[src/rtl/scanline_pkg.sv]
package scanline_pkg;

  localparam int STAT_W   = 16;
  localparam int CMP_W    = 9;

  // Bits a status write may not alter / may alter.
  localparam logic [STAT_W-1:0] KEEP_MASK = 16'h0047;
  localparam logic [STAT_W-1:0] TAKE_MASK = 16'hFFB8;

  localparam int BIT_VBLANK    = 0;
  localparam int BIT_MATCH     = 2;
  localparam int BIT_VBLANK_EN = 3;
  localparam int BIT_MATCH_EN  = 5;

  function automatic logic [STAT_W-1:0] merge_status(input logic [STAT_W-1:0] old_s,
                                                     input logic [STAT_W-1:0] wdat);
    return (old_s & KEEP_MASK) | (wdat & TAKE_MASK);
  endfunction

  function automatic logic [CMP_W-1:0] compare_from_write(input logic [STAT_W-1:0] wdat);
    return {wdat[7], wdat[15:8]};
  endfunction

  function automatic logic [31:0] pack_read(input logic [STAT_W-1:0] s,
                                            input logic [15:0] ln);
    return {ln, s};
  endfunction

endpackage

[src/rtl/line_sequencer.sv]
module line_sequencer #(
  parameter int CYCLES_PER_LINE = 4260,
  parameter int LINES_PER_FRAME = 263,
  parameter int VISIBLE_LINES   = 192,
  localparam int CW = (CYCLES_PER_LINE > 1) ? $clog2(CYCLES_PER_LINE) : 1,
  localparam int LW = $clog2(LINES_PER_FRAME)
) (
  input  logic          clk,
  input  logic          rst_n,
  input  logic          tick,
  output logic [LW-1:0] line_q,
  output logic [LW-1:0] line_next,
  output logic          step,
  output logic          vb_enter,
  output logic          vb_leave
);

  logic [CW-1:0] cyc_q;
  logic          last_cycle;

  assign last_cycle = (cyc_q == CW'(CYCLES_PER_LINE - 1));
  assign step       = tick && last_cycle;
  assign line_next  = (line_q == LW'(LINES_PER_FRAME - 1)) ? '0 : line_q + 1'b1;
  assign vb_enter   = step && (line_next == LW'(VISIBLE_LINES));
  assign vb_leave   = step && (line_next == LW'(LINES_PER_FRAME - 1));

  always_ff @(posedge clk) begin
    if (!rst_n) begin
      cyc_q  <= '0;
      line_q <= '0;
    end else if (tick) begin
      if (last_cycle) begin
        cyc_q  <= '0;
        line_q <= line_next;
      end else begin
        cyc_q <= cyc_q + 1'b1;
      end
    end
  end

endmodule

[src/rtl/cpu_status_unit.sv]
module cpu_status_unit
  import scanline_pkg::*;
#(
  parameter int LW = 9
) (
  input  logic              clk,
  input  logic              rst_n,
  input  logic              step,
  input  logic [LW-1:0]     line_next,
  input  logic              vb_enter,
  input  logic              vb_leave,
  input  logic              wr_en,
  input  logic [STAT_W-1:0] wr_data,
  output logic [STAT_W-1:0] stat_q,
  output logic              vb_irq_q,
  output logic              lm_irq_q
);

  logic [CMP_W-1:0]  cmp_q;
  logic              line_eq;
  logic              line_hit;
  logic [STAT_W-1:0] stat_d;

  assign line_eq  = (16'(line_next) == 16'(cmp_q));
  assign line_hit = step && line_eq;

  always_comb begin
    stat_d = wr_en ? merge_status(stat_q, wr_data) : stat_q;
    if (vb_enter) stat_d[BIT_VBLANK] = 1'b1;
    if (vb_leave) stat_d[BIT_VBLANK] = 1'b0;
    if (step)     stat_d[BIT_MATCH]  = line_eq;
  end

  always_ff @(posedge clk) begin
    if (!rst_n) begin
      stat_q   <= '0;
      cmp_q    <= '0;
      vb_irq_q <= 1'b0;
      lm_irq_q <= 1'b0;
    end else begin
      stat_q   <= stat_d;
      if (wr_en) cmp_q <= compare_from_write(wr_data);
      vb_irq_q <= vb_enter && stat_q[BIT_VBLANK_EN];
      lm_irq_q <= line_hit && stat_q[BIT_MATCH_EN];
    end
  end

endmodule

[src/rtl/scanline_timer.sv]
module scanline_timer
  import scanline_pkg::*;
#(
  parameter int CYCLES_PER_LINE = 4260,
  parameter int LINES_PER_FRAME = 263,
  parameter int VISIBLE_LINES   = 192,
  localparam int NUM_CPUS = 2,
  localparam int LW = $clog2(LINES_PER_FRAME)
) (
  input  logic                             clk,
  input  logic                             rst_n,
  input  logic                             tick,
  input  logic [NUM_CPUS-1:0]              wr_en,
  input  logic [NUM_CPUS-1:0][STAT_W-1:0]  wr_data,
  output logic [LW-1:0]                    line_count,
  output logic [NUM_CPUS-1:0][STAT_W-1:0]  status,
  output logic [NUM_CPUS-1:0][31:0]        rd_word,
  output logic [NUM_CPUS-1:0]              vblank_irq,
  output logic [NUM_CPUS-1:0]              match_irq
);

  logic [LW-1:0] line_next;
  logic          line_step;
  logic          vb_enter;
  logic          vb_leave;

  line_sequencer #(
    .CYCLES_PER_LINE(CYCLES_PER_LINE),
    .LINES_PER_FRAME(LINES_PER_FRAME),
    .VISIBLE_LINES  (VISIBLE_LINES)
  ) seq_i (
    .clk      (clk),
    .rst_n    (rst_n),
    .tick     (tick),
    .line_q   (line_count),
    .line_next(line_next),
    .step     (line_step),
    .vb_enter (vb_enter),
    .vb_leave (vb_leave)
  );

  for (genvar c = 0; c < NUM_CPUS; c++) begin : g_cpu
    cpu_status_unit #(.LW(LW)) stat_i (
      .clk      (clk),
      .rst_n    (rst_n),
      .step     (line_step),
      .line_next(line_next),
      .vb_enter (vb_enter),
      .vb_leave (vb_leave),
      .wr_en    (wr_en[c]),
      .wr_data  (wr_data[c]),
      .stat_q   (status[c]),
      .vb_irq_q (vblank_irq[c]),
      .lm_irq_q (match_irq[c])
    );
    assign rd_word[c] = pack_read(status[c], 16'(line_count));
  end

endmodule

[config.mk]
export PLATFORM = sky130hd
export DESIGN_NAME = scanline_timer
export DESIGN_NICKNAME = d
export VERILOG_FILES = /design/src/rtl/scanline_pkg.sv /design/src/rtl/line_sequencer.sv /design/src/rtl/cpu_status_unit.sv /design/src/rtl/scanline_timer.sv
export SDC_FILE = /design/constraint.sdc
export NUM_CORES = 1
export LEC_CHECK = 0
export BUFFER_PORTS_ARGS = -buffer_cell sky130_fd_sc_hd__buf_2
export CELL_PAD_IN_SITES_DETAIL_PLACEMENT = 0
export CELL_PAD_IN_SITES_GLOBAL_PLACEMENT = 1
export CORE_AREA = 3 3 106 108
export CTS_CLUSTER_SIZE = 40
export DETAILED_ROUTE_END_ITERATION = 7
export DIE_AREA = 0 0 109 111
export PLACE_DENSITY = 0.86
export SKIP_CTS_REPAIR_TIMING = 1
export SLEW_MARGIN = 10
export SYNTH_ARGS = -nofsm -noshare
export SYNTH_HDL_FRONTEND = slang
export SYNTH_HIERARCHICAL = 1
export SYNTH_SLANG_ARGS = --single-unit
[constraint.sdc]
create_clock -name clk -period 2.2 [get_ports clk]
set_input_delay 0.11 -clock clk [delete_from_list [all_inputs] [get_ports clk]]
set_output_delay 0.11 -clock clk [all_outputs]
set_load 0.02 [all_outputs]
==> reports/metrics.yaml, run 1 <==
drt:
  ant_nets: 0
  vias: 2391
  drt_iter0_markers: 99
  via_per_inst: 4.32
  firstDrtPassIters: 4
  wl_per_cell_um: 12.6
  wirelength_um: 6970
  drc: 0
global_route:
  grt_use_total_pct: 11.0
  grt_start_max_net_pins: 34
  grt_pass1_wl_um: 10700
  grt_overflow: 0
  grt_pass1_vias: 2102
  grt_antenna_before_repair: 0
critical_path:
  rr_endpoint: "g_cpu[0].stat_i/lm_irq_q"
  path_class: "reg -> reg"
  reg2reg_slack_ns: 0.12
  end_kind: "flip-flop"
  worstPathRequired_ns: 2.45
  worstPathArrival_ns: 2.33
  rr_startpoint: "seq_i/line_q[0]"
  path_max_fanout: 5
  r2r_cells: 9
  start_kind: "flip-flop"
floorplan:
  pin_count: 146
  dieHeight_um: 111
  start_util_pct: 30.1
  dieArea_sq_um: 12100
  num_rows: 37
  die_w_um: 109
  coreArea_sq_um: 10300
synth:
  synth_top_family_by_area: "simple AND/OR/NAND/NOR gates"
  async_reset_ff_share_pct: 0
  synth_top_area_share_pct: 34.8
  syn_area_per_cell_sq_um: 8.99
  synth_seq_cells: 54
  synth_mux_area_share_pct: 8.39
  synth_compound_area_share_pct: 3.02
  synth_simple_gate_area_share_pct: 21.3
  syn_area_sq_um: 3100
  syn_inst: 345
  synth_cell_type_count: 41
  ys.flop_type: "dfxtp_1"
  yosysTopAreaCell: "dfxtp_1"
  synth_xor_area_share_pct: 11.0
  yosysMostFrequentCell: "buf_4"
  synth-edff-count: 0
  yosysSeqAreaShare_pct: 34.8
  synth_common_cells: "71 x buf_4, 54 x dfxtp_1, 27 x nor2b_1, 26 x mux2i_1, 25 x nor2_1"
  synth_area_leaders: "dfxtp_1 35%, buf_4 17%, mux2i_1 8.4%"
  synth_adder_area_share_pct: 1.21
  ys_warn_count: 6
clock_network:
  cts.sink_count: 54
  numCtsBuffers: 5
  cts_buffer_depth: 2
  clock_latency_ns: 0.30
  cts_root_buf: "clkbuf_8"
  htreeDepth: 2
  clk_transition_reported_paths_ns: 0.10
  tritoncts: "done"
sta:
  fin_crit_sh_pct: 94.6
  fin_ws_ns: 0.120
  fin_crit_ns: 2.08
  hold_viol_final: 0
  fin_skew_ns: 0.00931
  setup_viol: 0
  max_freq_mhz: 481
  slew_viol_final: 0
place:
  dp_slack_ns: -0.00765
  place_inst: 544
  dpl.hpwl_um: 5410
  place_congestion: 0.846
  io_buffers: 115
finish:
  drive_gt1_share_pct: 38.5
  utilization_pct: 35.4
  synthToLayoutAreaGrowth_pct: 17.7
  fin_nets: 457
  diodes: 0
  fin_cells: 554
worst_hold_path:
  min-delay-start: "wr_data[31]"
  worst_hold_path.endpoint: "g_cpu[1].stat_i/cmp_q[7]"
  hold_path_class: "in -> reg"
  hold_depth: 3
pwr:
  power.share.switching_pct: 26.5
  p_comb_share_pct: 13.6
  p_total_w: 0.00202
  pwr-share-seq_pct: 51.5
  power_switching_w: 0.000536
  intPower_w: 0.00148
  p_per_area_nw_per_um2: 553
  ir_drop_v: 0.000393
  clockPowerShare_pct: 34.9
  leakagePower_nw: 1.86
run_status:
  status: "finished clean"
flow_run:
  maxCapViolCount: 0
==> flip-flops by register name (all words and copies together), names as in the netlist <==
| signal | count |
|---|---|
| g_cpu.stat_i/lm_irq_q | 2 |
| g_cpu.stat_i/cmp_q | 2 |
| g_cpu.stat_i/stat_q | 26 |
| seq_i/cyc_q | 13 |
| seq_i/line_q | 9 |
| g_cpu.stat_i/vb_irq_q | 2 |
==> layout make-up <==
cell class / count / area (sq um)
multi-input cells: 217 / 1540
repair buffers: 133 / 711
flip-flops and latches: 54 / 1080
inverters: 6 / 26.3
fillers: 1077 / 6670
clock inverters: 2 / 38.8
clock buffers: 6 / 82.6
well taps: 136 / 170
==> kinds of logic after synthesis <==
kind of cell | Yosys count
other cells | 3
mux | 26
flops | 54
simple gates | 117
xor+xnor | 39
compound gates | 14
fa+ha+maj | 3
buf+inv | 89
==> metrics by stage <==
step | hold WS [ns] | TNS, ns | instance area (sq um)
2_1_floorplan | 0.232 | 0 | 3160
3_3_place_gp | 0.371 | 0 | 3430
3_5_place_dp | 0.373 | -0.00765 | 3430
4_1_cts | 0.0461 | -0.194 | 3550
5_1_grt | 0.0425 | -0.0995 | 3650
6_report | 0.0558 | 0 | 3650
==> routing by layer <==
metal / track usage (%) / wire length (um)
met1: 14.9 / 3160
met3: 1.81 / 415
met2: 17.5 / 3260
met5: 0 / 0
met4: 3.79 / 136
==> worst max-delay path by stage <==
stage                          startpoint                         to  slack [ns]  cells after the start
after floorplan           seq_i/line_q[0]  g_cpu[0].stat_i/stat_q[0]       0.006                      8
after global placement    seq_i/line_q[1]   g_cpu[0].stat_i/lm_irq_q        0.04                      9
after detailed placement  seq_i/line_q[1]   g_cpu[0].stat_i/lm_irq_q      -0.008                      8
after CTS                 seq_i/line_q[1]   g_cpu[0].stat_i/lm_irq_q       -0.05                      8
after global routing      seq_i/line_q[5]  g_cpu[0].stat_i/stat_q[0]       -0.04                      8
final                     seq_i/line_q[0]   g_cpu[0].stat_i/lm_irq_q        0.12                      9
==> power groups by stage <==
stage / sequential (W) / clock (W) / combinational (W)
2_1_floorplan: 0.00109 / 0 / 0.000215
3_3_place_gp: 0.00106 / 0 / 0.000273
3_5_place_dp: 0.00106 / 0 / 0.000274
4_1_cts: 0.00104 / 0.000728 / 0.000275
5_1_grt: 0.00105 / 0.000767 / 0.000298
6_report: 0.00104 / 0.000704 / 0.000274
==> cells in the final DEF (no fill, tap or decap), types with 6 or more instances in the layout <==
master / count
buf_2: 115
dfxtp_1: 51
nor2b_1: 27
mux2i_1: 26
nor2_1: 22
xor2_1: 21
conb_1: 18
buf_4: 18
xnor2_1: 16
nand2_1: 13
and3_1: 10
nand4_1: 8
nand3_1: 7
clkbuf_8: 6
==> critical path, cell delays in order (launching register included) <==
cell and delay (ns):
dfxtp_1 0.41, ha_2 0.23, nand3_1 0.15, nor2_2 0.18
xor2_2 0.21, buf_4 0.18, xor2_1 0.07, nor4_2 0.30
nand4_1 0.19, nor2_1 0.11
Note: power is estimated with default switching activity, not from simulation.
==> inputs of run 2 (changes only) <==
--- a/config.mk
+++ b/config.mk
@@ -5,13 +5,13 @@
 export SDC_FILE = /design/constraint.sdc
 export NUM_CORES = 1
 export LEC_CHECK = 0
-export BUFFER_PORTS_ARGS = -buffer_cell sky130_fd_sc_hd__buf_2
 export CELL_PAD_IN_SITES_DETAIL_PLACEMENT = 0
 export CELL_PAD_IN_SITES_GLOBAL_PLACEMENT = 1
-export CORE_AREA = 3 3 106 108
+export CORE_AREA = 3 3 91 93
 export CTS_CLUSTER_SIZE = 40
 export DETAILED_ROUTE_END_ITERATION = 7
-export DIE_AREA = 0 0 109 111
+export DIE_AREA = 0 0 94 96
+export DONT_BUFFER_PORTS = 1
 export PLACE_DENSITY = 0.86
 export SKIP_CTS_REPAIR_TIMING = 1
 export SLEW_MARGIN = 10
==> constraint.sdc (replaced) <==
create_clock -name clk -period 1.8 [get_ports clk]
set_input_delay 0.09 -clock clk [delete_from_list [all_inputs] [get_ports clk]]
set_output_delay 0.09 -clock clk [all_outputs]
set_load 0.02 [all_outputs]
==> run 2 against run 1 <==
  * The flow now finishes with violations (hold timing, setup timing)
  * Final cell count decreased by 11%
  * Sequential share of layout area fell by 1.7 points
  * Worst setup slack lost 0.45 ns
  * Total power rose by 21%
  * Utilization is 17 points higher
  * Die area fell by 25%
  * Non-clock buffer count fell by 27
  * Clock skew fell by 0.0012 ns
  * Hold slack lost 0.099 ns
  * Wire length is 9.0% higher
  * Combinational power up 31%
  * Count of clock-buffer cells in the layout stayed put
==> reports/metrics.yaml, run 2 (synthesis gave the netlist of run 1 again) <==
run_status:
  status: "finished, violations left"
  violations: "hold timing, setup timing"
pwr:
  clockPowerShare_pct: 33.0  # -1.9 points
  intPower_w: 0.00181  # +22%
  power.share.switching_pct: 26.2  # -0.39 points
  p_total_w: 0.00245  # +21%
  p_comb_share_pct: 14.7  # +1.1 points
  pwr-share-seq_pct: 52.3  # +0.8 points
  ir_drop_v: 0.000355  # -9.7%
  power_switching_w: 0.000641  # +20%
  leakagePower_nw: 1.71  # -7.9%
  p_per_area_nw_per_um2: 619  # +12%
critical_path:
  path_class: "reg -> reg"
  end_kind: "flip-flop"
  path_max_fanout: 6  # +1
  worstPathRequired_ns: 2.05  # -0.40 ns
  start_kind: "flip-flop"
  worstPathArrival_ns: 2.38  # +0.05 ns
clock_network:
  clk_transition_reported_paths_ns: 0.10  # about the same
  cts_root_buf: "clkbuf_8"
  cts_buffer_depth: 2  # unchanged
  cts.sink_count: 54  # unchanged
  htreeDepth: 2  # unchanged
  numCtsBuffers: 5  # unchanged
  clock_latency_ns: 0.31  # about the same
  tritoncts: "done"
finish:
  fin_nets: 430  # -5.9%
  reg.largest.list: "g_cpu.stat_i/stat_q (26), seq_i/cyc_q (13), seq_i/line_q (9)"
  final_area_sq_um: 3960  # +8.4%
  largest_register_ffs: 26  # unchanged
  top_register: "g_cpu.stat_i/stat_q"
  layout_commonest_cell: "buf_4"
  diodes: 0  # unchanged
  layout_common_cells: "63 x buf_4, 44 x dfxtp_1, 37 x dlygate4sd3_1, 27 x nor2b_1, 26 x mux2i_1"
  synthToLayoutAreaGrowth_pct: 27.6
  drive_gt1_share_pct: 30.2  # -8.3 points
drt:
  ant_nets: 0  # unchanged
  wirelength_um: 7600  # +9.0%
  drt_iter0_markers: 118  # +19%
  vias: 2391  # unchanged
  drc: 0  # unchanged
  firstDrtPassIters: 4  # unchanged
  via_per_inst: 4.85  # +12%
  wl_per_cell_um: 15.4  # +22%
floorplan:
  start_util_pct: 40.8  # +11 points
  dieHeight_um: 96  # -14%
  die_w_um: 94  # -14%
  dieArea_sq_um: 9020  # -25%
  num_rows: 32  # -14%
  coreArea_sq_um: 7610  # -26%
  pin_count: 146  # unchanged
global_route:
  grt_use_total_pct: 13.8  # +2.8 points
  grt_pass1_vias: 2019  # -3.9%
  grt_overflow: 0  # unchanged
  grt_pass1_wl_um: 9780  # -8.2%
  grt_start_max_net_pins: 43  # +26%
  grt_antenna_before_repair: 0  # unchanged
sta:
  fin_skew_ns: 0.00813  # -0.00118 ns
  max_freq_mhz: 470  # -2.2%
  hold_viol_final: 8  # +8
  fin_crit_sh_pct: 118  # +24 points
  fin_ws_ns: -0.328  # -0.448 ns
  rsz0062_at_grt: "yes"
  slew_viol_final: 0  # unchanged
  setup_viol: 8  # +8
  hold_ws_ns: -0.0437  # -0.0994 ns
  fin_crit_ns: 2.13  # +0.0476 ns
place:
  post_dp_cell_area_sq_um: 3240  # -5.4%
  dpl.hpwl_um: 4950  # -8.5%
  io_buffers: 0  # -100%
  place_congestion: 0.919  # +8.7%
  dp_slack_ns: -0.301  # -0.293 ns
flow_run:
  maxCapViolCount: 0  # unchanged
worst_hold_path:
  hold_path_class: "in -> reg"
## run 2: metrics by stage
stage	utilization (%)	setup TNS, ns	instances
floorplan	-	-0.365	360
global placement	42.6	-1.28	441
detailed placement	42.6	-1.98	441
CTS	44.1	-2.20	449
global route	52.0	-2.49	493
finish	52.0	-1.76	493
## run 2: final timing paths
check,startpoint,endpoint,slack (ns),cells past startpoint
hold reg to reg,seq_i/cyc_q[12],seq_i/cyc_q[12],0.53,2
hold / removal,wr_data[20],g_cpu[1].stat_i/stat_q[4],-0.04,2
setup / recovery,seq_i/line_q[0],g_cpu[0].stat_i/lm_irq_q,-0.33,10
setup reg to reg,seq_i/line_q[0],g_cpu[0].stat_i/lm_irq_q,-0.33,10
## run 2: layer usage
layer | vias to the layer above | wire, um | track usage [%]
li1 | 1135 | - | -
met1 | 1155 | 2980 | 17.0
met2 | 89 | 3980 | 23.7
met3 | 12 | 542 | 3.67
met4 | 0 | 93 | 3.73
met5 | - | 0 | 0
## run 2: power groups by stage
stage	logic, W	clock network, W	registers (W)
floorplan	0.000263	0	0.00132
CTS	0.000253	0.000828	0.00128
detailed placement	0.000253	0	0.00131
finish	0.000360	0.000809	0.00128
global placement	0.000248	0	0.00131
global route	0.000388	0.000873	0.00129
## run 2: critical path, stage by stage, from the launching register on
cell and delay [ns]:
dfxtp_4 0.38, inv_4 0.07, ha_4 0.12, nand4bb_1 0.13, and4bb_4 0.40, buf_6 0.13
nor2_4 0.05, xor2_2 0.14, nor4_2 0.35, nand4_1 0.20, nor2_1 0.11
## run 2: layout make-up
class                           instances  area, sq um
Sequential cell                        54         1110
Timing Repair Buffer                  106          928
Tap cell                              102          128
Inverter                                6         28.8
Fill cell                             686         3650
Clock buffer                            6         72.6
Multi-Input combinational cell        217         1660
Clock inverter                          2         36.3
==> inputs of run 3 (changes only) <==
--- a/config.mk
+++ b/config.mk
@@ -7,10 +7,10 @@
 export LEC_CHECK = 0
 export CELL_PAD_IN_SITES_DETAIL_PLACEMENT = 0
 export CELL_PAD_IN_SITES_GLOBAL_PLACEMENT = 1
-export CORE_AREA = 3 3 91 93
+export CORE_AREA = 2 2 90 92
 export CTS_CLUSTER_SIZE = 40
 export DETAILED_ROUTE_END_ITERATION = 7
-export DIE_AREA = 0 0 94 96
+export DIE_AREA = 0 0 92 94
 export DONT_BUFFER_PORTS = 1
 export PLACE_DENSITY = 0.86
 export SKIP_CTS_REPAIR_TIMING = 1
==> run 3 against run 2 <==
  * Final cell count increased by 0.41%
  * Count of clock-buffer cells in the layout increased by 2
  * Sequential share of layout area decreased by 0.19 points
  * Clock skew about the same
  * The flow still finishes with violations (hold timing, setup timing)
  * Clock power decreased by 2%
  * Fmax increased by 5.9%
==> reports/metrics.yaml, run 3 (synthesis gave the netlist of run 1 again) <==
finish:
  synthToLayoutAreaGrowth_pct: 28.5
  fin_nets: 432  # +0.47%
  top_register: "g_cpu.stat_i/stat_q"
  diodes: 0  # unchanged
  reg.largest.list: "g_cpu.stat_i/stat_q (26), seq_i/cyc_q (13), seq_i/line_q (9)"
  largest_register_ffs: 26  # unchanged
  layout_commonest_cell: "buf_4"
  layout_common_cells: "57 x buf_4, 44 x dfxtp_1, 43 x dlygate4sd3_1, 27 x nor2b_1, 26 x mux2i_1"
  fin_cells: 495  # +0.41%
  drive_gt1_share_pct: 28.8  # -1.4 points
drt:
  ant_nets: 0  # unchanged
  wirelength_um: 7510  # -1.2%
  vias: 2421  # +1.3%
  via_per_inst: 4.89  # +0.85%
  wl_per_cell_um: 15.2  # -1.6%
  drt_iter0_markers: 149  # +26%
  drc: 0  # unchanged
  firstDrtPassIters: 4  # unchanged
floorplan:
  dieArea_sq_um: 8650  # -4.2%
  dieHeight_um: 94  # -2.1%
  coreArea_sq_um: 7610  # unchanged
  pin_count: 146  # unchanged
  die_w_um: 92  # -2.1%
  num_rows: 32  # unchanged
  start_util_pct: 40.8  # unchanged
critical_path:
  path_max_fanout: 4  # -2
  path_delay_family: "simple AND/OR/NAND/NOR gates"
  path_class: "reg -> reg"
  crit_path_end: "g_cpu[0].stat_i/stat_q[0]"
  crit_path_frequent_cell: "buf_4"
  reg2reg_slack_ns: -0.21  # +0.12 ns
  path_buf_inv: 3  # +1
  slowest_delay_ns: 0.39  # about the same
  start_kind: "flip-flop"
  end_kind: "flip-flop"
  worstPathRequired_ns: 2.04  # about the same
  cp_cell_sequence: "inv_4, ha_4, nand4bb_1, and4bb_2, buf_4, a21oi_1, nor4_4, buf_4, nor2_4, nor3b_2"
  cp_num_cells: 10  # unchanged
  r2r_cells: 10  # unchanged
  slowest_stage: "and4bb_2"
  worstPathArrival_ns: 2.25  # -0.13 ns
  rr_startpoint: "seq_i/line_q[0]"
  crit_path_start: "seq_i/line_q[0]"
  rr_endpoint: "g_cpu[0].stat_i/stat_q[0]"
global_route:
  grt_pass1_wl_um: 9750  # -0.36%
  grt_antenna_before_repair: 0  # unchanged
  grt_use_total_pct: 14.1  # +0.37 points
  grt_overflow: 0  # unchanged
  grt_pass1_vias: 2039  # +0.99%
  grt_start_max_net_pins: 43  # unchanged
sta:
  hold_ws_ns: -0.0205  # +0.0231 ns
  slew_headroom_pct: 65.6
  rsz0062_at_grt: "yes"
  fin_skew_ns: 0.00827  # +0.000141 ns
  fin_crit_ns: 2.01  # -0.118 ns
  fin_ws_ns: -0.210  # +0.118 ns
  hold_viol_final: 3  # -5
  setup_viol: 10  # +2
  fin_crit_sh_pct: 112  # -6.5 points
  slew_viol_final: 0  # unchanged
  max_freq_mhz: 497  # +5.9%
  worst_slew_pin_slew_ns: 0.515
run_status:
  violations: "hold timing, setup timing"
  status: "finished, violations left"
clock_network:
  cts_buffer_depth: 2  # unchanged
  numCtsBuffers: 5  # unchanged
  clock_latency_ns: 0.30  # about the same
  clk_transition_reported_paths_ns: 0.10  # about the same
  tritoncts: "done"
  htreeDepth: 2  # unchanged
  cts_root_buf: "clkbuf_8"
  cts.sink_count: 54  # unchanged
pwr:
  leakagePower_nw: 1.72  # +0.51%
  p_per_area_nw_per_um2: 614  # -0.75%
  ir_drop_v: 0.000436  # +23%
place:
  place_congestion: 0.887  # -3.5%
  io_buffers: 0  # unchanged
  dpl.hpwl_um: 4740  # -4.2%
  place_inst: 439  # -0.45%
worst_hold_path:
  hold_path_class: "in -> reg"
  min-delay-start: "wr_en[1]"
flow_run:
  maxCapViolCount: 0  # unchanged
==> run 3: how the worst min path moves through the flow <==
stage | endpoint | slack, ns | cells after the start
floorplan | seq_i/line_q[4] | 0.21 | 1
global placement | seq_i/line_q[7] | 0.22 | 1
detailed placement | seq_i/line_q[4] | 0.22 | 1
CTS | seq_i/line_q[4] | -0.11 | 1
global route | g_cpu[1].stat_i/stat_q[7] | 0.002 | 2
finish | g_cpu[1].stat_i/stat_q[7] | -0.02 | 2
==> run 3: per-layer routing <==
layer  up-vias  global-route usage, %  routed length [um]
met3        14                   3.45                 490
met5         -                      0                   0
met2        94                   23.7                3860
li1       1146                      -                   -
met1      1167                   18.3                3040
met4         0                   3.48                 119
==> run 3: power by group <==
| group | switching, W | leakage (nW) | internal [W] |
|---|---|---|---|
| logic | 0.000187 | 1.22 | 0.000182 |
| clock network | 0.000392 | 0.0566 | 0.000399 |
| registers | 0.0000667 | 0.447 | 0.00122 |
==> run 3: per-stage QoR <==
step	cell area, sq um	worst slack (ns)	util (%)	TNS [ns]	total power [W]
2_1_floorplan	3260	-0.162	-	-0.365	0.00158
3_3_place_gp	3240	-0.151	42.6	-0.798	0.00155
3_5_place_dp	3240	-0.186	42.6	-1.07	0.00156
4_1_cts	3350	-0.203	44.1	-1.50	0.00235
5_1_grt	3990	-0.333	52.4	-2.57	0.00255
6_report	3990	-0.210	52.4	-1.44	0.00245
==> run 3: cell type report <==
type	count	area (sq um)
multi-input cells	217	1640
clock buffers	8	111
inverters	6	28.8
flip-flops and latches	54	1110
fillers	690	3620
well taps	102	128
repair buffers	108	975
